File: config.mk
export PLATFORM = sky130hd
export DESIGN_NAME = axis_count_burst
export DESIGN_NICKNAME = d
export VERILOG_FILES = /design/src/rtl/pktgen_pkg.sv /design/src/rtl/pktgen_start_detect.sv /design/src/rtl/pktgen_beat_engine.sv /design/src/rtl/pktgen_status.sv /design/src/rtl/axis_count_burst.sv
export SDC_FILE = /design/constraint.sdc
export NUM_CORES = 1
export LEC_CHECK = 0
export ABC_CLOCK_PERIOD_IN_PS = 6670
export BUFFER_PORTS_ARGS = -buffer_cell sky130_fd_sc_hd__buf_2
export CORE_MARGIN = 2
export CORE_UTILIZATION = 45
export DETAILED_ROUTE_END_ITERATION = 10
export PLACE_DENSITY = 0.66
export SYNTH_ARGS = -nofsm -noshare
export SYNTH_HDL_FRONTEND = slang
export SYNTH_SLANG_ARGS = --single-unit
File: constraint.sdc
create_clock -name clk_i -period 6.67 [get_ports clk_i]
set_clock_uncertainty 0.15 [all_clocks]
set_input_delay 0.667 -clock clk_i [delete_from_list [all_inputs] [get_ports clk_i]]
set_output_delay 0.667 -clock clk_i [all_outputs]
set_load 0.02 [all_outputs]
File: src/rtl/pktgen_pkg.sv
package pktgen_pkg;
  localparam int unsigned DATA_W = 32;
  localparam int unsigned LEN_W  = 16;

  typedef enum logic {
    ST_IDLE = 1'b0,
    ST_SEND = 1'b1
  } pktgen_state_e;
endpackage

File: src/rtl/pktgen_start_detect.sv
module pktgen_start_detect (
  input  logic clk_i,
  input  logic rst_ni,
  input  logic start_i,
  output logic rise_o
);
  logic start_q;

  always_ff @(posedge clk_i or negedge rst_ni) begin
    if (!rst_ni) start_q <= 1'b0;
    else         start_q <= start_i;
  end

  assign rise_o = start_i & ~start_q;
endmodule

File: src/rtl/pktgen_beat_engine.sv
module pktgen_beat_engine
  import pktgen_pkg::*;
#(
  parameter int unsigned DW = DATA_W,
  parameter int unsigned LW = LEN_W
) (
  input  logic          clk_i,
  input  logic          rst_ni,
  input  logic          rise_i,
  input  logic [LW-1:0] limit_i,
  input  logic          tready_i,
  output logic [DW-1:0] tdata_o,
  output logic          tvalid_o,
  output logic          tlast_o,
  output logic          launch_o,
  output logic          final_o
);
  localparam logic [DW-1:0] ONE = DW'(1);

  pktgen_state_e state_q;
  logic [DW-1:0] cnt_q;
  logic [LW-1:0] lim_q;
  logic          last_q;
  logic          fire;
  logic [DW-1:0] cnt_nxt;

  assign fire     = (state_q == ST_SEND) & tready_i;
  assign cnt_nxt  = cnt_q + ONE;
  assign launch_o = (state_q == ST_IDLE) & rise_i;
  assign final_o  = fire & last_q;

  always_ff @(posedge clk_i or negedge rst_ni) begin
    if (!rst_ni) begin
      state_q <= ST_IDLE;
      cnt_q   <= '0;
      lim_q   <= '0;
      last_q  <= 1'b0;
    end else begin
      unique case (state_q)
        ST_IDLE: if (rise_i) begin
          state_q <= ST_SEND;
          cnt_q   <= '0;
          lim_q   <= limit_i;
          last_q  <= (limit_i == '0);
        end
        ST_SEND: if (fire) begin
          if (last_q) begin
            state_q <= ST_IDLE;
            last_q  <= 1'b0;
          end else begin
            cnt_q  <= cnt_nxt;
            last_q <= (cnt_nxt == DW'(lim_q));
          end
        end
        default: state_q <= ST_IDLE;
      endcase
    end
  end

  assign tdata_o  = cnt_q;
  assign tvalid_o = (state_q == ST_SEND);
  assign tlast_o  = last_q;

  // stall keeps the beat unchanged
  assert_hold_on_stall_R4: assert property (@(posedge clk_i) disable iff (!rst_ni)
    (tvalid_o && !tready_i) |=> (tvalid_o && $stable(tdata_o) && $stable(tlast_o)));
  // accepted non-final beat steps the count by one
  assert_step_on_fire_R4: assert property (@(posedge clk_i) disable iff (!rst_ni)
    (tvalid_o && tready_i && !tlast_o) |=> (tvalid_o && tdata_o == $past(tdata_o) + ONE));
  // valid only ever rises from a detected start edge
  assert_valid_needs_start_R2: assert property (@(posedge clk_i) disable iff (!rst_ni)
    $rose(tvalid_o) |-> ($past(rise_i) && tdata_o == '0));
  // last beat carries the captured limit
  assert_last_at_limit_R5: assert property (@(posedge clk_i) disable iff (!rst_ni)
    (tvalid_o && tlast_o) |-> (tdata_o == DW'(lim_q)));
  // final acceptance leaves the port idle
  assert_idle_after_last_R7: assert property (@(posedge clk_i) disable iff (!rst_ni)
    (tvalid_o && tready_i && tlast_o) |=> !tvalid_o);
  assert_no_last_when_idle_R1: assert property (@(posedge clk_i) disable iff (!rst_ni)
    !tvalid_o |-> !tlast_o);
endmodule

File: src/rtl/pktgen_status.sv
module pktgen_status (
  input  logic clk_i,
  input  logic rst_ni,
  input  logic launch_i,
  input  logic final_i,
  output logic busy_o,
  output logic done_o
);
  logic busy_q, done_q;

  always_ff @(posedge clk_i or negedge rst_ni) begin
    if (!rst_ni) begin
      busy_q <= 1'b0;
      done_q <= 1'b0;
    end else begin
      done_q <= final_i;
      if (launch_i)     busy_q <= 1'b1;
      else if (final_i) busy_q <= 1'b0;
    end
  end

  assign busy_o = busy_q;
  assign done_o = done_q;

  assert_done_single_R8: assert property (@(posedge clk_i) disable iff (!rst_ni)
    done_o |=> !done_o);
  assert_done_not_busy_R8: assert property (@(posedge clk_i) disable iff (!rst_ni)
    done_o |-> !busy_o);
endmodule

File: src/rtl/axis_count_burst.sv
module axis_count_burst
  import pktgen_pkg::*;
#(
  parameter int unsigned DW = DATA_W,
  parameter int unsigned LW = LEN_W
) (
  input  logic          clk_i,
  input  logic          rst_ni,
  input  logic          start_i,
  input  logic [LW-1:0] limit_i,
  output logic [DW-1:0] tdata_o,
  output logic          tvalid_o,
  input  logic          tready_i,
  output logic          tlast_o,
  output logic          busy_o,
  output logic          done_o
);
  logic rise, launch, fin;

  pktgen_start_detect u_start (
    .clk_i  (clk_i),
    .rst_ni (rst_ni),
    .start_i(start_i),
    .rise_o (rise)
  );

  pktgen_beat_engine #(.DW(DW), .LW(LW)) u_engine (
    .clk_i   (clk_i),
    .rst_ni  (rst_ni),
    .rise_i  (rise),
    .limit_i (limit_i),
    .tready_i(tready_i),
    .tdata_o (tdata_o),
    .tvalid_o(tvalid_o),
    .tlast_o (tlast_o),
    .launch_o(launch),
    .final_o (fin)
  );

  pktgen_status u_status (
    .clk_i   (clk_i),
    .rst_ni  (rst_ni),
    .launch_i(launch),
    .final_i (fin),
    .busy_o  (busy_o),
    .done_o  (done_o)
  );

  // busy tracks the offered stream
  assert_busy_matches_valid_R8: assert property (@(posedge clk_i) disable iff (!rst_ni)
    busy_o == tvalid_o);
  assert_done_after_last_R8: assert property (@(posedge clk_i) disable iff (!rst_ni)
    $rose(done_o) |-> $past(tvalid_o && tready_i && tlast_o));
endmodule

==> results.sh, run 1 <==
export IMPL_grt_pass1_vias=2601
export IMPL_cts_buffer_depth=2
export IMPL_viasPerCell=5.82
export IMPL_grt_pass1_wl_um=13100
export IMPL_critical_path_max_fanout=10
export IMPL_crit_path_end_kind="flop"
export IMPL_clkLatencyLatePin_ns=0.31
export IMPL_synth_flop_cell="dfrtp_1"
export IMPL_final_nets=412
export IMPL_tightest_slew_ns=0.871
export IMPL_layout_common_cells="buf_2, dfrtp_1, o21ai_0"
export IMPL_remaining_drc_errors=0
export IMPL_cts_sinks=53
export IMPL_drtIter0Drc=193
export IMPL_post_cts_buffers=0
export IMPL_ant_nets=0
export IMPL_vias=2840
export IMPL_cp_arrival_ns=3.08
export IMPL_synthDistinctLibCells=48
export IMPL_overflow=0
export IMPL_hold_class="in -> async"
export IMPL_synth_area_leaders="dfrtp_1, o21ai_0, mux2_2, xnor2_1, nand2_1"
export IMPL_cts_hold_buf=0
export IMPL_ys_seq_elements=53
export IMPL_hold_viol_final=0
export IMPL_p_per_area_nw_per_um2=210
export IMPL_avgSynthCellArea_um2=9.19
export IMPL_rows=30
export IMPL_io_buffers=55
export IMPL_syn_nets=372
export IMPL_rsz0062_at_grt="false"
export IMPL_placedCellCount=480
export IMPL_slew_violations=0
export IMPL_cts_root_buf="clkbuf_8"
export IMPL_routed_wl_um=7990
export IMPL_syn_area_um2=3220
export IMPL_fillCellCount=657
export IMPL_area_delta_synth_final_pct=13.2
export IMPL_numCtsBuffers=5
export IMPL_die_area_um2=7860
export IMPL_grt_start_max_net_pins=54
export IMPL_core_um2=6870
export IMPL_synth_top_area_frac=0.411
export IMPL_wl_per_cell_um=16.4
export IMPL_start_util=0.469
export IMPL_die_y_um=88.6
export IMPL_yosysTopAreaCell="dfrtp_1"
export IMPL_clkTransAtPathRegs_ns=0.10
export IMPL_antenna_found_initial=0
export IMPL_final_common_cell="buf_2"
export IMPL_power_leakage_nw=1.58
export IMPL_setup_viol=0
export IMPL_period_needed_ns=3.00
export IMPL_crit_type="reg -> reg"
export IMPL_maxCapViolCount=0
export IMPL_total_power_uw=768
export IMPL_postSynth_asyncResetShare=1.00
export IMPL_pin_count=56
export IMPL_synth_enable_flop_cells=0
export IMPL_htreeDepth=2
export IMPL_drtPass1Iterations=4
export IMPL_fin_crit_sh=0.450
export IMPL_grt_usage=0.213
export IMPL_fin_cells=488
export IMPL_cts_tree="yes"
export IMPL_ys_seq_area_frac=0.411
export IMPL_hpwl_um=5530
export IMPL_startpoint_type="flop"
export IMPL_die_w_um=88.6
export IMPL_fmax_ghz=0.333
export IMPL_drive_above_1_share=0.242
export IMPL_fin_area_um2=3650
export IMPL_antenna_cells=0
export IMPL_slew_headroom=0.419
export IMPL_setup_tns_ns=0
export IMPL_worst_ir_drop_vdd_v=0.000175
export IMPL_yosys_warnings=0
export IMPL_required_ns=6.75
export IMPL_synthCells=351
export IMPL_r2r_slack_ns=3.67
export IMPL_cts_resized=0
export IMPL_dpl_cell_area_um2=3530
export IMPL_status="finished clean"
export IMPL_gp_congestion=0.847
[metal layers]
layer | up-vias | global-route usage | share of wire
li1 | 1362 | - | -
met1 | 1393 | 0.314 | 0.50
met2 | 76 | 0.324 | 0.45
met3 | 9 | 0.0410 | 0.041
met4 | 0 | 0.0482 | 0.011
met5 | - | 0 | 0
[power by group]
group          internal, mW  switching (mW)
Combinational        0.0689          0.0803
Sequential            0.349          0.0378
Clock                 0.123           0.109
Total                 0.541           0.227
[synthesized netlist by cell type, types with 4 or more instances]
cell,count
nor2_1,27
clkbuf_1,17
mux2_2,16
a21oi_1,8
o41ai_1,4
nor4_1,8
dfrtp_1,53
inv_1,7
and4_1,5
nand2_1,28
o21ai_0,40
o31ai_1,13
buf_4,5
xor2_1,12
and3_1,8
a31oi_1,4
nor3_1,8
xnor2_1,20
nand3_1,12
nand4_1,14
[critical path, stage by stage, from the launching register on]
cell	delay, ns
dfrtp_1	0.52
and4_1	0.32
nand3_1	0.20
nor4_2	0.71
xnor2_1	0.20
nand4_1	0.10
or4b_1	0.53
o31ai_2	0.19
[path summary, 6_finish.rpt]
check,from,cells after the start,endpoint
min in group clk_i,start_i,1,u_start.start_q
max reg2reg,u_engine.tdata_o[15],7,u_engine.tlast_o
min reg2reg,u_status.busy_o,2,u_status.busy_o
min,rst_ni,2,u_engine.lim_q[5]
max,u_engine.tdata_o[15],7,u_engine.tlast_o
max in group asynchronous,rst_ni,2,u_engine.tdata_o[7]
[through the flow]
stage / worst slack [ns] / utilization / hold slack [ns]
3_5_place_dp: 3.61 / 0.514 / 0.374
2_1_floorplan: 3.88 / - / 0.221
6_report: 3.67 / 0.531 / 0.314
3_3_place_gp: 3.68 / 0.514 / 0.360
4_1_cts: 3.66 / 0.531 / 0.322
5_1_grt: 3.42 / 0.531 / 0.313
[logic make-up (layout without fill, tap and decap cells)]
kind of cell | Yosys count | in the layout | share of synthesized area
flip-flops | 53 | 53 | 0.411
AO/OA/AOI/OAI | 82 | 82 | 0.159
multiplexers | 18 | 18 | 0.0621
XOR/XNOR | 32 | 32 | 0.0869
buffers and inverters | 32 | 73 | 0.0439
adder cells (fa/ha/maj) | 1 | 1 | 0.00388
AND/OR/NAND/NOR | 133 | 133 | 0.233
[flip-flops by register name (all words and copies together), names as in the netlist]
| name | count |
|---|---|
| u_engine.tvalid_o | 1 |
| u_status.done_o | 1 |
| u_engine.tdata_o | 32 |
| u_start.start_q | 1 |
| u_status.busy_o | 1 |
| u_engine.lim_q | 16 |
| u_engine.tlast_o | 1 |
[area by class of cell]
cell class	count	area, um2	area share
Timing Repair Buffer	58	298	0.0816
Clock inverter	1	30.0	0.00823
Inverter	7	26.3	0.00720
Tap cell	96	120	0.0329
Sequential cell	53	1330	0.364
Multi-Input combinational cell	266	1760	0.483
Clock buffer	7	86.3	0.0237
Note: power is estimated with default switching activity, not from simulation.
==> run 2, diff against run 1 <==
--- a/config.mk
+++ b/config.mk
@@ -5,7 +5,7 @@
 export SDC_FILE = /design/constraint.sdc
 export NUM_CORES = 1
 export LEC_CHECK = 0
-export ABC_CLOCK_PERIOD_IN_PS = 6670
+export ABC_CLOCK_PERIOD_IN_PS = 2900
 export BUFFER_PORTS_ARGS = -buffer_cell sky130_fd_sc_hd__buf_2
 export CORE_MARGIN = 2
 export CORE_UTILIZATION = 45
==> constraint.sdc (replaced) <==
create_clock -name clk_i -period 2.9 [get_ports clk_i]
set_clock_uncertainty 0.15 [all_clocks]
set_input_delay 0.29 -clock clk_i [delete_from_list [all_inputs] [get_ports clk_i]]
set_output_delay 0.29 -clock clk_i [all_outputs]
set_load 0.02 [all_outputs]
==> run 2 against run 1 <==
First-iteration DRC count grew 27%. Worst hold slack lost 0.26 ns. Critical endpoint unchanged. Cell count grew 3.9%. Non-clock buffer count grew 19. Largest cell class unchanged. Core utilization grew 2.7 points. Register-to-register slack lost 3.5 ns.
==> results.sh, run 2 (synthesized netlist as in run 1, its figures left out) <==
export IMPL_grt_pass1_vias=2798
export IMPL_overflow=0
export IMPL_placedCellCount=497
export IMPL_cts_root_buf="clkbuf_8"
export IMPL_slew_violations=0
export IMPL_largest_reg_flops=32
export IMPL_io_buffers=55
export IMPL_vias=2956
export IMPL_setup_tns_ns=0
export IMPL_power_leakage_nw=1.70
export IMPL_drive_above_1_share=0.292
export IMPL_final_common_cell="buf_2"
export IMPL_maxCapViolCount=0
export IMPL_utilization=0.558
export IMPL_grt_usage=0.234
export IMPL_cts_sinks=53
export IMPL_pin_count=56
export IMPL_ant_nets=0
export IMPL_startpoint_type="flop"
export IMPL_worst_slack_ns=0.168
export IMPL_area_delta_synth_final_pct=18.9
export IMPL_htreeDepth=2
export IMPL_cts_buffer_depth=2
export IMPL_die_y_um=88.6
export IMPL_hpwl_um=6120
export IMPL_drtIter0Drc=245
export IMPL_rows=30
export IMPL_fin_area_um2=3830
export IMPL_worst_ir_drop_vdd_v=0.000332
export IMPL_drtPass1Iterations=5
export IMPL_cts_tree="yes"
export IMPL_fmax_ghz=0.366
export IMPL_start_util=0.469
export IMPL_fin_crit_sh=0.942
export IMPL_status="finished clean"
export IMPL_tightest_slew_ns=0.820
export IMPL_cp_arrival_ns=2.82
export IMPL_gp_congestion=0.934
export IMPL_slew_headroom=0.453
export IMPL_setup_viol=0
export IMPL_required_ns=2.99
export IMPL_clkLatencyLatePin_ns=0.32
export IMPL_remaining_drc_errors=0
export IMPL_crit_type="reg -> reg"
export IMPL_total_power_mw=1.81
export IMPL_antenna_cells=0
export IMPL_dpl_cell_area_um2=3660
export IMPL_die_area_um2=7860
export IMPL_core_um2=6870
export IMPL_rsz0062_at_grt="false"
export IMPL_antenna_found_initial=0
export IMPL_clkTransAtPathRegs_ns=0.11
export IMPL_grt_start_max_net_pins=41
export IMPL_layout_common_cells="buf_2, dfrtp_1, o21ai_0"
export IMPL_dp_slack_ns=0.101
export IMPL_p_per_area_nw_per_um2=472
export IMPL_critical_path_max_fanout=6
export IMPL_hold_class="in -> reg"
export IMPL_period_needed_ns=2.73
export IMPL_grt_pass1_wl_um=14300
export IMPL_die_w_um=88.6
export IMPL_final_nets=431
export IMPL_worst_hold_slack_ns=0.0547
export IMPL_numCtsBuffers=5
export IMPL_routed_wl_um=8570
export IMPL_viasPerCell=5.83
export IMPL_crit_path_end_kind="flop"
export IMPL_fin_cells=507
export IMPL_hold_viol_final=0
export IMPL_wl_per_cell_um=16.9
-- run 2: changes by cell type in the layout (fill, tap and decap cells not counted), sizes merged --
cell	previous run	this run
buf	58	75
dlygate4sd3	0	2
clkinv	0	1
clkbuf	7	5
inv	7	8
-- run 2: power by group --
group          internal, mW  switching, mW
clock network         0.265          0.274
logic                 0.182          0.214
registers             0.805         0.0708
total                  1.25          0.558
-- run 2: path summary, 6_finish.rpt --
kind / slack (ns) / depth (start not counted) / startpoint / to
max: 0.17 / 8 / u_engine.tdata_o[1] / u_engine.tlast_o
min: 0.05 / 2 / limit_i[13] / u_engine.lim_q[13]
max reg2reg: 0.17 / 8 / u_engine.tdata_o[1] / u_engine.tlast_o
min reg2reg: 0.38 / 2 / u_status.busy_o / u_status.busy_o
max in group asynchronous: 1.68 / 3 / rst_ni / u_engine.tdata_o[1]
min in group asynchronous: 0.25 / 2 / rst_ni / u_engine.lim_q[10]
-- run 2: cell type report --
cell class	instances	area [um2]
timing repair buffer	77	445
inverter	7	26.3
tap	96	120
clock buffer	5	68.8
fill	651	3030
sequential	53	1330
multi-input combinational	266	1800
clock inverter	3	50.0
-- run 2: critical path: stages, from the launching register on --
cell and delay, ns:
dfrtp_2 0.45, ha_2 0.27, and3_1 0.26, nand4_1 0.21
or3_4 0.46, xor2_1 0.14, o2111ai_1 0.14, or3_1 0.35
o31ai_2 0.24
-- run 2: metal layers --
metal  GRT usage  wire length [um]  vias up
li1            -                 -     1396
met2       0.363              3940      107
met3      0.0336               470       13
met5           0                 0        -
met4      0.0620               132        0
met1       0.341              4030     1440
-- run 2: what timing repair did --
| item | in CTS | in global routing |
|---|---|---|
| buffers inserted | 0 | 0 |
| setup endpoints to repair | 0 | 1 |
| hold endpoints to repair | 15 | 0 |
| resized for setup | 0 | 9 |
| hold buffers | 2 | 0 |
==> run 3, diff against run 2 <==
--- a/config.mk
+++ b/config.mk
@@ -7,6 +7,7 @@
 export LEC_CHECK = 0
 export ABC_CLOCK_PERIOD_IN_PS = 2900
 export BUFFER_PORTS_ARGS = -buffer_cell sky130_fd_sc_hd__buf_2
+export CORE_ASPECT_RATIO = 0.9
 export CORE_MARGIN = 2
 export CORE_UTILIZATION = 45
 export DETAILED_ROUTE_END_ITERATION = 10
==> run 3 against run 2 <==
Critical path depth down 1. Setup slack worse by 0.015 ns. Sequential cell count stayed put. Count of clock-buffer cells in the layout grew 2. Combinational power decreased by 8.8%. First-iteration DRC count is 24% higher. Final area fell by 1.4%. Sequential power up 1%. Via count fell by 1.5%. Critical endpoint unchanged.
==> results.sh, run 3 (synthesized netlist as in run 1, its figures left out) <==
export IMPL_vias=2912
export IMPL_p_per_area_nw_per_um2=473
export IMPL_core_um2=7000
export IMPL_grt_pass1_vias=2695
export IMPL_antenna_cells=0
export IMPL_remaining_drc_errors=0
export IMPL_power_leakage_nw=1.67
export IMPL_dpl_cell_area_um2=3620
export IMPL_hold_class="in -> reg"
export IMPL_critical_path_max_fanout=9
export IMPL_wl_per_cell_um=16.8
export IMPL_grt_pass1_wl_um=13800
export IMPL_setup_tns_ns=0
export IMPL_clkTransAtPathRegs_ns=0.11
export IMPL_fin_area_um2=3780
export IMPL_hpwl_um=6080
export IMPL_grt_start_max_net_pins=41
export IMPL_tightest_slew_ns=0.801
export IMPL_cts_tree="yes"
export IMPL_final_nets=426
export IMPL_final_common_cell="buf_2"
export IMPL_largest_reg_flops=32
export IMPL_die_w_um=93.2
export IMPL_slew_headroom=0.466
export IMPL_startpoint_type="flop"
export IMPL_maxCapViolCount=0
export IMPL_ant_nets=0
export IMPL_placedCellCount=489
export IMPL_setup_viol=0
export IMPL_cp_arrival_ns=2.83
export IMPL_multi_input_area_um2=1790
export IMPL_clkLatencyLatePin_ns=0.32
export IMPL_worst_hold_slack_ns=0.0716
export IMPL_drive_above_1_share=0.276
export IMPL_fin_crit_sh=0.947
export IMPL_crit_path_end_kind="flop"
export IMPL_numCtsBuffers=5
export IMPL_regArea_um2=1330
export IMPL_area_delta_synth_final_pct=17.3
export IMPL_rows=29
export IMPL_cts_sinks=53
export IMPL_status="finished clean"
export IMPL_io_buffers=55
export IMPL_hold_viol_final=0
export IMPL_pin_count=56
export IMPL_fin_cells=499
export IMPL_cts_root_buf="clkbuf_8"
export IMPL_period_needed_ns=2.75
export IMPL_viasPerCell=5.84
export IMPL_crit_type="reg -> reg"
export IMPL_antenna_found_initial=0
export IMPL_cts_buffer_depth=2
export IMPL_routed_wl_um=8390
export IMPL_start_util=0.460
export IMPL_slew_violations=0
export IMPL_drtPass1Iterations=5
export IMPL_drtIter0Drc=304
export IMPL_overflow=0
export IMPL_worst_ir_drop_vdd_v=0.000390
export IMPL_required_ns=2.99
export IMPL_die_area_um2=7860
export IMPL_layout_common_cells="buf_2, dfrtp_1, o21ai_0"
export IMPL_fillCellCount=655
export IMPL_die_y_um=84.3
export IMPL_gp_congestion=0.847
export IMPL_fmax_ghz=0.364
export IMPL_rsz0062_at_grt="false"
export IMPL_htreeDepth=2
export IMPL_grt_usage=0.220
## run 3: path summary, 6_finish.rpt
path | startpoint | to | slack, ns | cells after the start
max in group asynchronous | rst_ni | u_engine.tdata_o[1] | 1.74 | 3
min reg2reg | u_status.busy_o | u_status.busy_o | 0.38 | 2
max reg2reg | u_engine.tdata_o[9] | u_engine.tlast_o | 0.15 | 7
max | u_engine.tdata_o[9] | u_engine.tlast_o | 0.15 | 7
min in group asynchronous | rst_ni | u_engine.tdata_o[15] | 0.20 | 2
min | limit_i[13] | u_engine.lim_q[13] | 0.07 | 2
## run 3: area by class of cell
type                            instances  share of cell area
Clock buffer                            7              0.0228
Clock inverter                          1             0.00794
Inverter                                7             0.00695
Multi-Input combinational cell        266               0.473
Sequential cell                        53               0.351
Tap cell                               93              0.0308
Timing Repair Buffer                   72               0.108
## run 3: critical path, stage by stage, from the launching register on
cell	delay [ns]
dfrtp_1	0.54
and4_1	0.38
nand4_1	0.23
or3_1	0.47
xor2_1	0.17
o2111ai_1	0.13
or3_1	0.35
o31ai_2	0.24
## run 3: per-layer routing
metal | part of all wire | GRT usage | vias up
met2 | 0.45 | 0.324 | 99
met3 | 0.061 | 0.0314 | 11
met5 | 0 | 0 | -
met1 | 0.47 | 0.333 | 1414
met4 | 0.019 | 0.0682 | 0
li1 | - | - | 1388
## run 3: what timing repair did
item,4_1_cts,5_1_grt
endpoints found under the setup margin,0,1
hold endpoints to repair,11,0
hold buffers,2,0
resized for setup,0,7
setup buffers,0,0
## run 3: where the power goes
part           total [mW]  internal [mW]  switching (mW)
Clock               0.540          0.282           0.258
Combinational       0.361          0.169           0.192
Sequential          0.887          0.805          0.0823
## run 3: stage by stage
stage	power (mW)	util	worst slack (ns)
floorplan	1.13	-	0.110
global placement	1.24	0.517	0.164
detailed placement	1.25	0.517	0.110
finish	1.79	0.540	0.153
CTS	1.79	0.536	0.0828
global route	1.87	0.540	0.0233
